==> src/rtl/async_char_tx_pkg.sv <==
package async_char_tx_pkg;

  typedef enum logic [2:0] {
    TX_IDLE  = 3'd0,
    TX_START = 3'd1,
    TX_DATA  = 3'd2,
    TX_PAR   = 3'd3,
    TX_STOP  = 3'd4
  } tx_phase_e;

  localparam int CHAR_W   = 8;
  localparam int LEN_W    = 2;
  localparam int MIN_BITS = 5;

endpackage

==> src/rtl/tx_parity_calc.sv <==
module tx_parity_calc
  import async_char_tx_pkg::*;
(
  input  logic [CHAR_W-1:0] char_i,
  input  logic [LEN_W-1:0]  len_i,
  output logic              even_o
);

  logic acc;

  always_comb begin
    acc = 1'b0;
    for (int i = 0; i < CHAR_W; i++) begin
      if (i < int'(len_i) + MIN_BITS) acc = acc ^ char_i[i];
    end
    even_o = acc;
  end

endmodule

==> src/rtl/tx_frame_seq.sv <==
module tx_frame_seq
  import async_char_tx_pkg::*;
#(
  parameter int OVS    = 16,
  parameter int STOP_W = 5
) (
  input  logic              clk,
  input  logic              rst_n,
  input  logic              tick_i,
  input  logic              load_i,
  input  logic [2:0]        data_last_i,
  input  logic              par_en_i,
  input  logic [STOP_W-1:0] stop_last_i,
  output tx_phase_e         phase_o,
  output logic [2:0]        bit_idx_o,
  output logic              frame_end_o
);

  localparam int CNT_W = $clog2(OVS);

  tx_phase_e         phase_q;
  logic [CNT_W-1:0]  tick_cnt_q;
  logic [2:0]        bit_idx_q;
  logic [STOP_W-1:0] stop_cnt_q;
  logic              bit_end;

  assign bit_end     = tick_i && (tick_cnt_q == CNT_W'(OVS - 1));
  assign frame_end_o = (phase_q == TX_STOP) && tick_i && (stop_cnt_q == stop_last_i);
  assign phase_o     = phase_q;
  assign bit_idx_o   = bit_idx_q;

  always_ff @(posedge clk) begin
    if (!rst_n) begin
      phase_q    <= TX_IDLE;
      tick_cnt_q <= '0;
      bit_idx_q  <= '0;
      stop_cnt_q <= '0;
    end else begin
      case (phase_q)
        TX_IDLE: begin
          tick_cnt_q <= '0;
          if (load_i) phase_q <= TX_START;
        end
        TX_START: begin
          tick_cnt_q <= bit_end ? '0 : tick_cnt_q + CNT_W'(tick_i);
          if (bit_end) begin
            phase_q   <= TX_DATA;
            bit_idx_q <= '0;
          end
        end
        TX_DATA: begin
          tick_cnt_q <= bit_end ? '0 : tick_cnt_q + CNT_W'(tick_i);
          if (bit_end) begin
            if (bit_idx_q == data_last_i) begin
              phase_q    <= par_en_i ? TX_PAR : TX_STOP;
              stop_cnt_q <= '0;
            end else begin
              bit_idx_q <= bit_idx_q + 3'd1;
            end
          end
        end
        TX_PAR: begin
          tick_cnt_q <= bit_end ? '0 : tick_cnt_q + CNT_W'(tick_i);
          if (bit_end) begin
            phase_q    <= TX_STOP;
            stop_cnt_q <= '0;
          end
        end
        TX_STOP: begin
          tick_cnt_q <= '0;
          if (frame_end_o) phase_q <= load_i ? TX_START : TX_IDLE;
          else stop_cnt_q <= stop_cnt_q + STOP_W'(tick_i);
        end
        default: phase_q <= TX_IDLE;
      endcase
    end
  end


  no_tick_hold_chk: assert property (@(posedge clk) disable iff (!rst_n)
    (phase_q != TX_IDLE) && !tick_i |=> $stable(phase_q) && $stable(tick_cnt_q) && $stable(stop_cnt_q));


  stop_bound_chk: assert property (@(posedge clk) disable iff (!rst_n)
    (phase_q == TX_STOP) |-> (stop_cnt_q <= stop_last_i));


  data_index_chk: assert property (@(posedge clk) disable iff (!rst_n)
    (phase_q == TX_DATA) |-> (bit_idx_q <= data_last_i));

endmodule

==> src/rtl/async_char_tx.sv <==
module async_char_tx
  import async_char_tx_pkg::*;
#(
  parameter int OVS = 16
) (
  input  logic              clk,
  input  logic              rst_n,
  input  logic              os_tick,
  input  logic [CHAR_W-1:0] in_data,
  input  logic              in_valid,
  output logic              in_ready,
  input  logic [LEN_W-1:0]  cfg_len,
  input  logic              cfg_par_en,
  input  logic              cfg_par_even,
  input  logic              cfg_stop_ext,
  input  logic              brk_force,
  output logic              txd,
  output logic              busy
);

  localparam int STOP_W = $clog2(2 * OVS);

  logic [CHAR_W-1:0] char_q;
  logic [LEN_W-1:0]  len_q;
  logic              par_en_q;
  logic              par_even_q;
  logic [STOP_W-1:0] stop_last_q;
  logic [STOP_W-1:0] stop_last_d;
  logic              accept;
  logic              frame_end;
  logic              even_par;
  logic              line;
  logic [2:0]        bit_idx;
  tx_phase_e         phase;

  assign accept = in_valid && in_ready;

  always_comb begin
    if (!cfg_stop_ext)     stop_last_d = STOP_W'(OVS - 1);
    else if (cfg_len == 0) stop_last_d = STOP_W'(OVS + OVS / 2 - 1);
    else                   stop_last_d = STOP_W'(2 * OVS - 1);
  end

  always_ff @(posedge clk) begin
    if (!rst_n) begin
      char_q      <= '0;
      len_q       <= '0;
      par_en_q    <= 1'b0;
      par_even_q  <= 1'b0;
      stop_last_q <= STOP_W'(OVS - 1);
    end else if (accept) begin
      char_q      <= in_data;
      len_q       <= cfg_len;
      par_en_q    <= cfg_par_en;
      par_even_q  <= cfg_par_even;
      stop_last_q <= stop_last_d;
    end
  end

  tx_parity_calc u_par (
    .char_i (char_q),
    .len_i  (len_q),
    .even_o (even_par)
  );

  tx_frame_seq #(.OVS(OVS), .STOP_W(STOP_W)) u_seq (
    .clk         (clk),
    .rst_n       (rst_n),
    .tick_i      (os_tick),
    .load_i      (accept),
    .data_last_i ({1'b0, len_q} + 3'd4),
    .par_en_i    (par_en_q),
    .stop_last_i (stop_last_q),
    .phase_o     (phase),
    .bit_idx_o   (bit_idx),
    .frame_end_o (frame_end)
  );

  always_comb begin
    case (phase)
      TX_START: line = 1'b0;
      TX_DATA:  line = char_q[bit_idx];
      TX_PAR:   line = par_even_q ? even_par : ~even_par;
      default:  line = 1'b1;
    endcase
  end

  assign in_ready = (phase == TX_IDLE) || frame_end;
  assign busy     = (phase != TX_IDLE);
  assign txd      = brk_force ? 1'b0 : line;


  ready_in_frame_chk: assert property (@(posedge clk) disable iff (!rst_n)
    in_ready && busy |-> os_tick);


  start_after_accept_chk: assert property (@(posedge clk) disable iff (!rst_n)
    in_valid && in_ready |=> busy && (brk_force || !txd));


  idle_mark_chk: assert property (@(posedge clk) disable iff (!rst_n)
    !busy && !brk_force |-> txd);


  busy_release_chk: assert property (@(posedge clk) disable iff (!rst_n)
    $fell(busy) |-> $past(in_ready) && !$past(in_valid));

endmodule

==> config.mk <==
export PLATFORM = sky130hd
export DESIGN_NAME = async_char_tx
export DESIGN_NICKNAME = d
export VERILOG_FILES = /design/src/rtl/async_char_tx_pkg.sv /design/src/rtl/tx_parity_calc.sv /design/src/rtl/tx_frame_seq.sv /design/src/rtl/async_char_tx.sv
export SDC_FILE = /design/constraint.sdc
export NUM_CORES = 1
export LEC_CHECK = 0
export ABC_CLOCK_PERIOD_IN_PS = 2500
export BUFFER_PORTS_ARGS = -buffer_cell sky130_fd_sc_hd__buf_2
export CORE_MARGIN = 2
export CORE_UTILIZATION = 59
export CTS_BUF_LIST = sky130_fd_sc_hd__clkbuf_4
export CTS_CLUSTER_SIZE = 30
export DETAILED_ROUTE_END_ITERATION = 7
export PLACE_DENSITY = 0.81
export SYNTH_ARGS = -nofsm -noshare
export SYNTH_HDL_FRONTEND = slang
export SYNTH_SLANG_ARGS = --single-unit
==> constraint.sdc <==
create_clock -name clk -period 2.5 [get_ports clk]
set_input_delay 0.125 -clock clk [delete_from_list [all_inputs] [get_ports clk]]
set_output_delay 0.125 -clock clk [all_outputs]
set_load 0.1 [all_outputs]
==> impl_metrics.env, run 1 <==
export IMPL_die_w_um=55.9
export IMPL_path_delay_family="flip-flops"
export IMPL_cts_tree="done"
export IMPL_critPathKind="flop to primary output"
export IMPL_holdCritPathClass="primary input to flop"
export IMPL_hold_path_depth=3
export IMPL_area_growth_pct=8.18
export IMPL_required_ns=2.38
export IMPL_die_area_um2=3130
export IMPL_worst_slack_ns=0.216
export IMPL_worstRegToRegCells=4
export IMPL_post_route_min_period_ns=2.28
export IMPL_dp_cells=224
export IMPL_critPathBufInv=2
export IMPL_holdWs_ns=0.0198
export IMPL_first_pass_iters=5
export IMPL_skew_ns=0.0102
export IMPL_crit_path_start_kind="flop"
export IMPL_h_tree_depth=2
export IMPL_yosysSeqAreaShare_pct=36.5
export IMPL_clock_latency_ns=0.34
export IMPL_hold_violations=0
export IMPL_ant_nets=0
export IMPL_crit_chain="inv_1 > nand2_1 > nor2_1 > a21oi_1 > o41a_1 > buf_2"
export IMPL_grt_max_degree=18
export IMPL_drcViolationCount=0
export IMPL_clkSinkCount=29
export IMPL_p_switching_mw=0.296
export IMPL_rsz0062_at_grt="false"
export IMPL_period_share_pct=91.4
export IMPL_path_clk_slew_ns=0.08
export IMPL_cts_buffers=5
export IMPL_final_setup_viol_count=0
export IMPL_ys_ff_latch=29
export IMPL_cts_root_buf="clkbuf_4"
export IMPL_die_y_um=55.9
export IMPL_wire_per_inst_um=14.6
export IMPL_rows=18
export IMPL_grt_pass1_vias=1399
export IMPL_io_pins=21
export IMPL_pwr_share_seq_pct=52.6
export IMPL_r2r_end="u_seq.stop_cnt_q[2]"
export IMPL_holdBufCountCts=0
export IMPL_status="completed"
export IMPL_peakVddDrop_uv=411
export IMPL_ys_warn_count=0
export IMPL_power_mw=0.962
export IMPL_portBuffers=20
export IMPL_clkPwrFrac_pct=27.9
export IMPL_totalWireLength_mm=3.38
export IMPL_p_sw_share_pct=30.8
export IMPL_cts_setup_buffers=0
export IMPL_synth_area_per_cell_um2=8.74
export IMPL_worstMarginPinSlew_ns=0.541
export IMPL_synth_cells=182
export IMPL_synth_cell_types=39
export IMPL_cts_resized=0
export IMPL_grt_pass1_wl_mm=5.84
export IMPL_ff2ff_setup_slack_ns=0.44
export IMPL_holdCritStartpoint="in_data[4]"
export IMPL_final_nets=224
export IMPL_grt_overflow=0
export IMPL_start_util_pct=63.1
export IMPL_finalSetupTns_ns=0
export IMPL_crit_slowest_cell="dfxtp_1"
export IMPL_vias=1387
export IMPL_drv_slew=0
export IMPL_cts_path_max_buffers=2
export IMPL_rr_startpoint="u_seq.phase_o[2]"
export IMPL_syn_area_um2=1590
export IMPL_syn_nets=205
export IMPL_coreArea_um2=2520
export IMPL_worst_path_max_fanout=17
export IMPL_share_comb_of_total_power_pct=19.5
export IMPL_drt_iter0_markers=60
export IMPL_slowest_delay_ns=0.65
export IMPL_instances_no_fill=231
export IMPL_slew_headroom_pct=63.6
export IMPL_n_antenna_cell=0
export IMPL_gp_congestion=0.897
export IMPL_maxCapViolCount=0
export IMPL_power_density_nw_per_um2=559
export IMPL_p_leak_nw=0.730
export IMPL_via_per_inst=6.00
export IMPL_internal_power_mw=0.666
export IMPL_post_place_ws_ns=0.535
export IMPL_clock_fmax_ghz=0.438
export IMPL_cp_data_arrival_time_ns=2.16
export IMPL_min_to="char_q[4]"
export IMPL_track_usage_pct=23.7
export IMPL_hpwl_mm=2.47
export IMPL_drive_above_1_share_pct=14.9
export IMPL_cp_end_kind="primary output"
export IMPL_antenna_found_initial=0
-- cells by family after synthesis --
| group | count (synthesis) | synth area share [%] |
|---|---|---|
| compound gates | 39 | 15.9 |
| xor+xnor | 11 | 6.05 |
| fa+ha+maj | 5 | 3.93 |
| buf+inv | 15 | 5.42 |
| flops | 29 | 36.5 |
| mux | 19 | 13.5 |
| simple gates | 64 | 18.7 |
-- cell usage after synthesis, drive strengths merged --
cell	n	area, um2
or3	1	6.26
a2bb2oi	1	8.76
nand2b	3	18.8
and4	1	8.76
xnor2	8	70.1
nor3b	1	12.5
nand3	7	35.0
nand2	16	60.1
nor3	2	10.0
ha	5	62.6
nor2	25	93.8
a311oi	1	8.76
nor2b	1	6.26
o41ai	1	8.76
clkinv	1	3.75
dfxtp	29	581
a211o	2	17.5
mux4	2	45.0
nand4	2	12.5
a31oi	4	25.0
nand3b	2	15.0
clkdlybuf4s18	1	10.0
a41o	2	20.0
and3	3	18.8
a211oi	2	15.0
clkbuf	6	22.5
o41a	1	11.3
inv	5	18.8
a21oi	11	55.1
a21o	1	7.51
a22oi	2	15.0
o21ai	8	40.0
xor2	3	26.3
buf	2	31.3
o31ai	1	7.51
o22ai	2	12.5
mux2i	17	170
-- cell usage in the layout, fill, tap and decap left out, types with 2 or more instances in the layout --
cell type,instances
dfxtp_1,29
nor2_1,25
buf_2,20
mux2i_1,17
nand2_1,16
a21oi_1,11
xnor2_1,8
nand3_1,7
o21ai_0,7
clkbuf_4,6
inv_1,5
ha_1,5
a31oi_1,4
xor2_1,3
and3_1,3
nand2b_1,3
nand4_1,2
a211oi_1,2
mux4_2,2
clkinv_1,2
a211o_1,2
a22oi_1,2
a41o_1,2
nor3_1,2
nand3b_1,2
o22ai_1,2
-- power groups by stage --
| stage | Clock, mW | Combinational (mW) | Sequential, mW |
|---|---|---|---|
| 2_1_floorplan | 0 | 0.165 | 0.506 |
| 3_3_place_gp | 0 | 0.182 | 0.516 |
| 3_5_place_dp | 0 | 0.186 | 0.517 |
| 4_1_cts | 0.273 | 0.187 | 0.506 |
| 5_1_grt | 0.293 | 0.203 | 0.510 |
| 6_report | 0.268 | 0.188 | 0.507 |
-- layout make-up --
cell class	instances	area, um2
inverters	6	22.5
repair buffers	21	108
fillers	231	801
multi-input cells	138	925
well taps	30	37.5
flip-flops and latches	29	581
clock inverters	1	3.75
clock buffers	6	45.0
-- sequential cells by signal, summed over array words and instances, names as in the netlist --
| name | count |
|---|---|
| char_q | 8 |
| len_q | 2 |
| par_en_q | 1 |
| par_even_q | 1 |
| stop_last_q | 2 |
| u_seq.bit_idx_o | 3 |
| u_seq.phase_o | 3 |
| u_seq.stop_cnt_q | 5 |
| u_seq.tick_cnt_q | 4 |
-- per-stage QoR --
stage	area, um2	util (%)
final	1720	68.3
after global routing	1720	68.3
after CTS	1720	68.3
after detailed placement	1670	66.3
after global placement	1670	66.3
after floorplan	1590	-
-- routing by layer --
layer	vias up	wire length, um	global-route usage, %
met2	39	1650	38.4
met3	10	171	5.58
li1	691	-	-
met4	0	82	12.6
met1	647	1470	29.1
met5	-	0	0
-- worst min-delay path, stage by stage --
cell and delay [ns]:
buf_2 0.07, mux2i_1 0.05, nor2_1 0.07
-- how the worst max path moves through the flow --
stage | endpoint | start | slack (ns) | cells after the start
after floorplan | in_ready | u_seq.stop_cnt_q[3] | 0.03 | 3
after global placement | u_seq.stop_cnt_q[2] | u_seq.phase_o[2] | 0.68 | 4
after detailed placement | u_seq.stop_cnt_q[2] | u_seq.phase_o[2] | 0.54 | 4
after CTS | txd | u_seq.phase_o[2] | 0.23 | 6
after global routing | txd | u_seq.phase_o[2] | 0.07 | 6
final | txd | u_seq.phase_o[2] | 0.22 | 6
Note: power is estimated with default switching activity, not from simulation.
==> run 2: changes to the inputs <==
--- a/config.mk
+++ b/config.mk
@@ -8,11 +8,10 @@
 export ABC_CLOCK_PERIOD_IN_PS = 2500
 export BUFFER_PORTS_ARGS = -buffer_cell sky130_fd_sc_hd__buf_2
 export CORE_MARGIN = 2
-export CORE_UTILIZATION = 59
+export CORE_UTILIZATION = 45
 export CTS_BUF_LIST = sky130_fd_sc_hd__clkbuf_4
 export CTS_CLUSTER_SIZE = 30
 export DETAILED_ROUTE_END_ITERATION = 7
-export PLACE_DENSITY = 0.81
 export SYNTH_ARGS = -nofsm -noshare
 export SYNTH_HDL_FRONTEND = slang
 export SYNTH_SLANG_ARGS = --single-unit
==> impl_metrics.env, run 2 (same netlist as run 1, synthesis figures left out) <==
export IMPL_skew_ns=0.00951
export IMPL_die_w_um=63.5
export IMPL_status="completed"
export IMPL_drive_above_1_share_pct=15.3
export IMPL_final_nets=225
export IMPL_portBuffers=20
export IMPL_finalSetupTns_ns=0
export IMPL_worstRegToRegCells=4
export IMPL_hold_path_depth=3
export IMPL_gp_congestion=0.776
export IMPL_grt_overflow=0
export IMPL_cts_path_max_buffers=2
export IMPL_peakVddDrop_uv=308
export IMPL_track_usage_pct=18.2
export IMPL_cts_buffers=5
export IMPL_wire_per_inst_um=13.2
export IMPL_maxCapViolCount=0
export IMPL_ant_nets=0
export IMPL_coreArea_um2=3360
export IMPL_hpwl_mm=2.46
export IMPL_postLayoutCellArea_um2=1750
export IMPL_path_clk_slew_ns=0.09
export IMPL_worst_path_max_fanout=17
export IMPL_hold_violations=0
export IMPL_p_leak_nw=0.735
export IMPL_post_place_ws_ns=0.629
export IMPL_rsz0062_at_grt="false"
export IMPL_clock_fmax_ghz=0.453
export IMPL_clkSinkCount=29
export IMPL_power_density_nw_per_um2=548
export IMPL_rr_startpoint="u_seq.stop_cnt_q[2]"
export IMPL_mostFrequentLayoutCells="29 x dfxtp_1, 25 x nor2_1, 20 x buf_2, 17 x mux2i_1, 16 x nand2_1"
export IMPL_io_pins=21
export IMPL_cp_data_arrival_time_ns=2.08
export IMPL_antenna_found_initial=0
export IMPL_crit_path_start="u_seq.phase_o[2]"
export IMPL_dpl_cell_area_um2=1700
export IMPL_first_pass_iters=4
export IMPL_start_util_pct=47.3
export IMPL_instances_no_fill=248
export IMPL_n_antenna_cell=0
export IMPL_drcViolationCount=0
export IMPL_via_per_inst=5.48
export IMPL_slew_headroom_pct=58.5
export IMPL_cts_resized=0
export IMPL_required_ns=2.38
export IMPL_holdCritStartpoint="in_data[0]"
export IMPL_cts_root_buf="clkbuf_4"
export IMPL_die_y_um=63.5
export IMPL_largest_register="char_q"
export IMPL_period_share_pct=88.2
export IMPL_die_area_um2=4030
export IMPL_worst_slack_ns=0.294
export IMPL_totalWireLength_mm=3.28
export IMPL_post_route_min_period_ns=2.21
export IMPL_grt_max_degree=18
export IMPL_rows=21
export IMPL_drv_slew=0
export IMPL_cts_setup_buffers=0
export IMPL_vias=1360
export IMPL_clock_latency_ns=0.32
export IMPL_cts_tree="done"
export IMPL_worstMarginPinSlew_ns=0.618
export IMPL_holdBufCountCts=0
export IMPL_holdCritPathClass="primary input to flop"
export IMPL_crit_path_start_kind="flop"
export IMPL_critPathKind="flop to primary output"
export IMPL_area_growth_pct=9.91
export IMPL_layout_commonest_cell="dfxtp_1"
export IMPL_h_tree_depth=2
export IMPL_final_setup_viol_count=0
export IMPL_top_regs="char_q x8, u_seq.stop_cnt_q x5, u_seq.tick_cnt_q x4"
export IMPL_grt_pass1_vias=1307
export IMPL_dp_cells=241
export IMPL_drt_iter0_markers=79
export IMPL_grt_pass1_wl_mm=5.75
export IMPL_largest_reg_flops=8
export IMPL_cp_end_kind="primary output"
run 2: cell count changes in the layout (fill, tap and decap cells not counted), sizes merged:
| cell | previous run | this run |
|---|---|---|
| buf | 21 | 22 |
run 2: path summary, 6_finish.rpt:
| check | end | slack, ns |
|---|---|---|
| worst min register to register | u_seq.stop_cnt_q[4] | 0.48 |
| worst min-delay path | char_q[0] | 0.03 |
| worst max-delay path | txd | 0.29 |
| worst max register to register | u_seq.stop_cnt_q[2] | 0.62 |
run 2: where the power goes:
group / internal [mW] / switching [mW] / total (mW) / leakage [nW]
clock: 0.113 / 0.150 / 0.263 / 0.0292
combinational: 0.0718 / 0.116 / 0.188 / 0.470
sequential: 0.482 / 0.0258 / 0.508 / 0.236
total: 0.666 / 0.292 / 0.959 / 0.735
run 2: final cells by class:
type | count | area (um2)
Sequential cell | 29 | 581
Multi-Input combinational cell | 138 | 925
Tap cell | 46 | 57.6
Inverter | 6 | 22.5
Clock buffer | 6 | 45.0
Fill cell | 347 | 1610
Clock inverter | 1 | 3.75
Timing Repair Buffer | 22 | 115
run 2: worst max-delay path, stage by stage (launching register included):
cell and delay (ns):
dfxtp_1 0.65, inv_1 0.19, nand2_1 0.12, nor2_1 0.05, a21oi_1 0.16, o41a_1 0.16
buf_2 0.42
run 2: stage by stage:
| step | total power [mW] | utilization (%) | hold WS, ns |
|---|---|---|---|
| after floorplan | 0.671 | - | 0.269 |
| after global placement | 0.701 | 50.6 | 0.355 |
| after detailed placement | 0.707 | 50.6 | 0.365 |
| after CTS | 0.964 | 52.0 | 0.0289 |
| after global routing | 1.01 | 52.0 | 0.0448 |
| final | 0.959 | 52.0 | 0.0286 |
run 2: metal layers:
| layer | track usage [%] | part of all wire (%) |
|---|---|---|
| met5 | 0 | 0 |
| met4 | 6.52 | 0.82 |
| met3 | 5.89 | 5.1 |
| met2 | 28.4 | 45 |
| met1 | 23.6 | 49 |
==> run 3: changes to the inputs <==
--- a/config.mk
+++ b/config.mk
@@ -9,7 +9,7 @@
 export BUFFER_PORTS_ARGS = -buffer_cell sky130_fd_sc_hd__buf_2
 export CORE_MARGIN = 2
 export CORE_UTILIZATION = 45
-export CTS_BUF_LIST = sky130_fd_sc_hd__clkbuf_4
+export CTS_BUF_LIST = sky130_fd_sc_hd__clkbuf_16
 export CTS_CLUSTER_SIZE = 30
 export DETAILED_ROUTE_END_ITERATION = 7
 export SYNTH_ARGS = -nofsm -noshare
==> impl_metrics.env, run 3 (same netlist as run 1, synthesis figures left out) <==
export IMPL_worstMarginPinSlew_ns=0.637
export IMPL_slew_headroom_pct=57.2
export IMPL_final_setup_viol_count=0
export IMPL_grt_pass1_wl_mm=5.84
export IMPL_hold_violations=0
export IMPL_critPathKind="flop to primary output"
export IMPL_worstRegToRegCells=4
export IMPL_min_to="par_en_q"
export IMPL_cts_resized=0
export IMPL_portBuffers=20
export IMPL_cts_tree="done"
export IMPL_io_pins=21
export IMPL_peakVddDrop_uv=396
export IMPL_power_density_nw_per_um2=672
export IMPL_worst_path_max_fanout=17
export IMPL_r2r_end="u_seq.stop_cnt_q[2]"
export IMPL_holdCritPathClass="primary input to flop"
export IMPL_drive_above_1_share_pct=14.9
export IMPL_post_route_min_period_ns=2.19
export IMPL_cts_setup_buffers=0
export IMPL_path_clk_slew_ns=0.05
export IMPL_coreArea_um2=3360
export IMPL_top_regs="char_q x8, u_seq.stop_cnt_q x5, u_seq.tick_cnt_q x4"
export IMPL_n_antenna_cell=0
export IMPL_clock_latency_ns=0.27
export IMPL_grt_use_met2_pct=29.9
export IMPL_status="completed"
export IMPL_globalRouteMet1Util_pct=23.8
export IMPL_largest_reg_flops=8
export IMPL_track_usage_pct=18.3
export IMPL_crit_path_start_kind="flop"
export IMPL_start_util_pct=47.3
export IMPL_cts_path_max_buffers=2
export IMPL_hold_path_depth=3
export IMPL_cts_root_buf="clkbuf_16"
export IMPL_first_pass_iters=4
export IMPL_finalSetupTns_ns=0
export IMPL_grt_pass1_vias=1318
export IMPL_grt_overflow=0
export IMPL_cp_end_kind="primary output"
export IMPL_totalWireLength_mm=3.40
export IMPL_area_growth_pct=15.2
export IMPL_drt_iter0_markers=53
export IMPL_maxCapViolCount=0
export IMPL_drcViolationCount=0
export IMPL_final_util_pct=54.5
export IMPL_die_y_um=63.5
export IMPL_wire_per_inst_um=13.7
export IMPL_gp_congestion=0.776
export IMPL_hpwl_mm=2.46
export IMPL_final_nets=225
export IMPL_layout_commonest_cell="dfxtp_1"
export IMPL_mostFrequentLayoutCells="29 x dfxtp_1, 25 x nor2_1, 20 x buf_2, 17 x mux2i_1, 16 x nand2_1"
export IMPL_ff2ff_setup_slack_ns=0.62
export IMPL_required_ns=2.38
export IMPL_rsz0062_at_grt="false"
export IMPL_die_area_um2=4030
export IMPL_holdBufCountCts=0
export IMPL_period_share_pct=87.8
export IMPL_gr_max_usage_layer="met2"
export IMPL_p_leak_nw=0.775
export IMPL_vias=1362
export IMPL_skew_ns=0.00466
export IMPL_holdCritStartpoint="cfg_par_en"
export IMPL_h_tree_depth=2
export IMPL_via_per_inst=5.49
export IMPL_cts_buffers=5
export IMPL_cp_data_arrival_time_ns=2.07
export IMPL_antenna_found_initial=0
export IMPL_gr_usage_met3_pct=3.75
export IMPL_largest_register="char_q"
export IMPL_clock_fmax_ghz=0.456
export IMPL_grt_max_degree=18
export IMPL_clkSinkCount=29
export IMPL_ant_nets=0
export IMPL_drv_slew=0
export IMPL_die_w_um=63.5
export IMPL_rr_startpoint="u_seq.stop_cnt_q[2]"
export IMPL_rows=21
==> run 3: cell types whose count changed in the layout (fill, tap and decap cells not counted), sizes merged <==
cell	delta
clkbuf	-1
inv	+1
==> run 3: final cells by class <==
class	instances	area, um2
fillers	340	1530
multi-input cells	138	925
flip-flops and latches	29	581
clock buffers	5	125
repair buffers	22	115
well taps	46	57.6
inverters	6	22.5
clock inverters	2	7.51
==> run 3: worst max path at each step <==
stage / start / to / cells past startpoint
floorplan: u_seq.stop_cnt_q[3] / in_ready / 3
detailed placement: u_seq.phase_o[2] / txd / 6
CTS: u_seq.phase_o[2] / txd / 6
global route: u_seq.phase_o[2] / txd / 6
finish: u_seq.phase_o[2] / txd / 6
global placement: u_seq.phase_o[2] / txd / 6
==> run 3: metrics by stage <==
| step | hold slack [ns] | total power, mW | area (um2) | worst slack [ns] | instances |
|---|---|---|---|---|---|
| after floorplan | 0.269 | 0.671 | 1590 | 0.0319 | 182 |
| after global placement | 0.355 | 0.701 | 1700 | 0.688 | 241 |
| after detailed placement | 0.365 | 0.707 | 1700 | 0.629 | 241 |
| after CTS | 0.0882 | 1.24 | 1830 | 0.325 | 248 |
| after global routing | 0.123 | 1.28 | 1830 | 0.156 | 248 |
| final | 0.0880 | 1.23 | 1830 | 0.306 | 248 |
==> run 3: where the power goes <==
part / internal (mW) / total (mW) / leakage, nW / switching, mW
Clock: 0.353 / 0.531 / 0.0685 / 0.179
Combinational: 0.0718 / 0.190 / 0.470 / 0.118
Sequential: 0.484 / 0.510 / 0.236 / 0.0261
Total: 0.909 / 1.23 / 0.775 / 0.323
==> run 3: layer usage <==
metal | wire length, um | vias up | share of wire [%]
li1 | - | 689 | -
met1 | 1600 | 634 | 47
met2 | 1580 | 34 | 47
met3 | 164 | 5 | 4.8
met4 | 51 | 0 | 1.5
met5 | 0 | - | 0
==> run 3: worst max-delay path: stages, from the launching register on <==
cell and delay [ns]:
dfxtp_1 0.65, inv_1 0.21, nand2_1 0.13, nor2_1 0.06, a21oi_1 0.16, o41a_1 0.16
buf_2 0.42
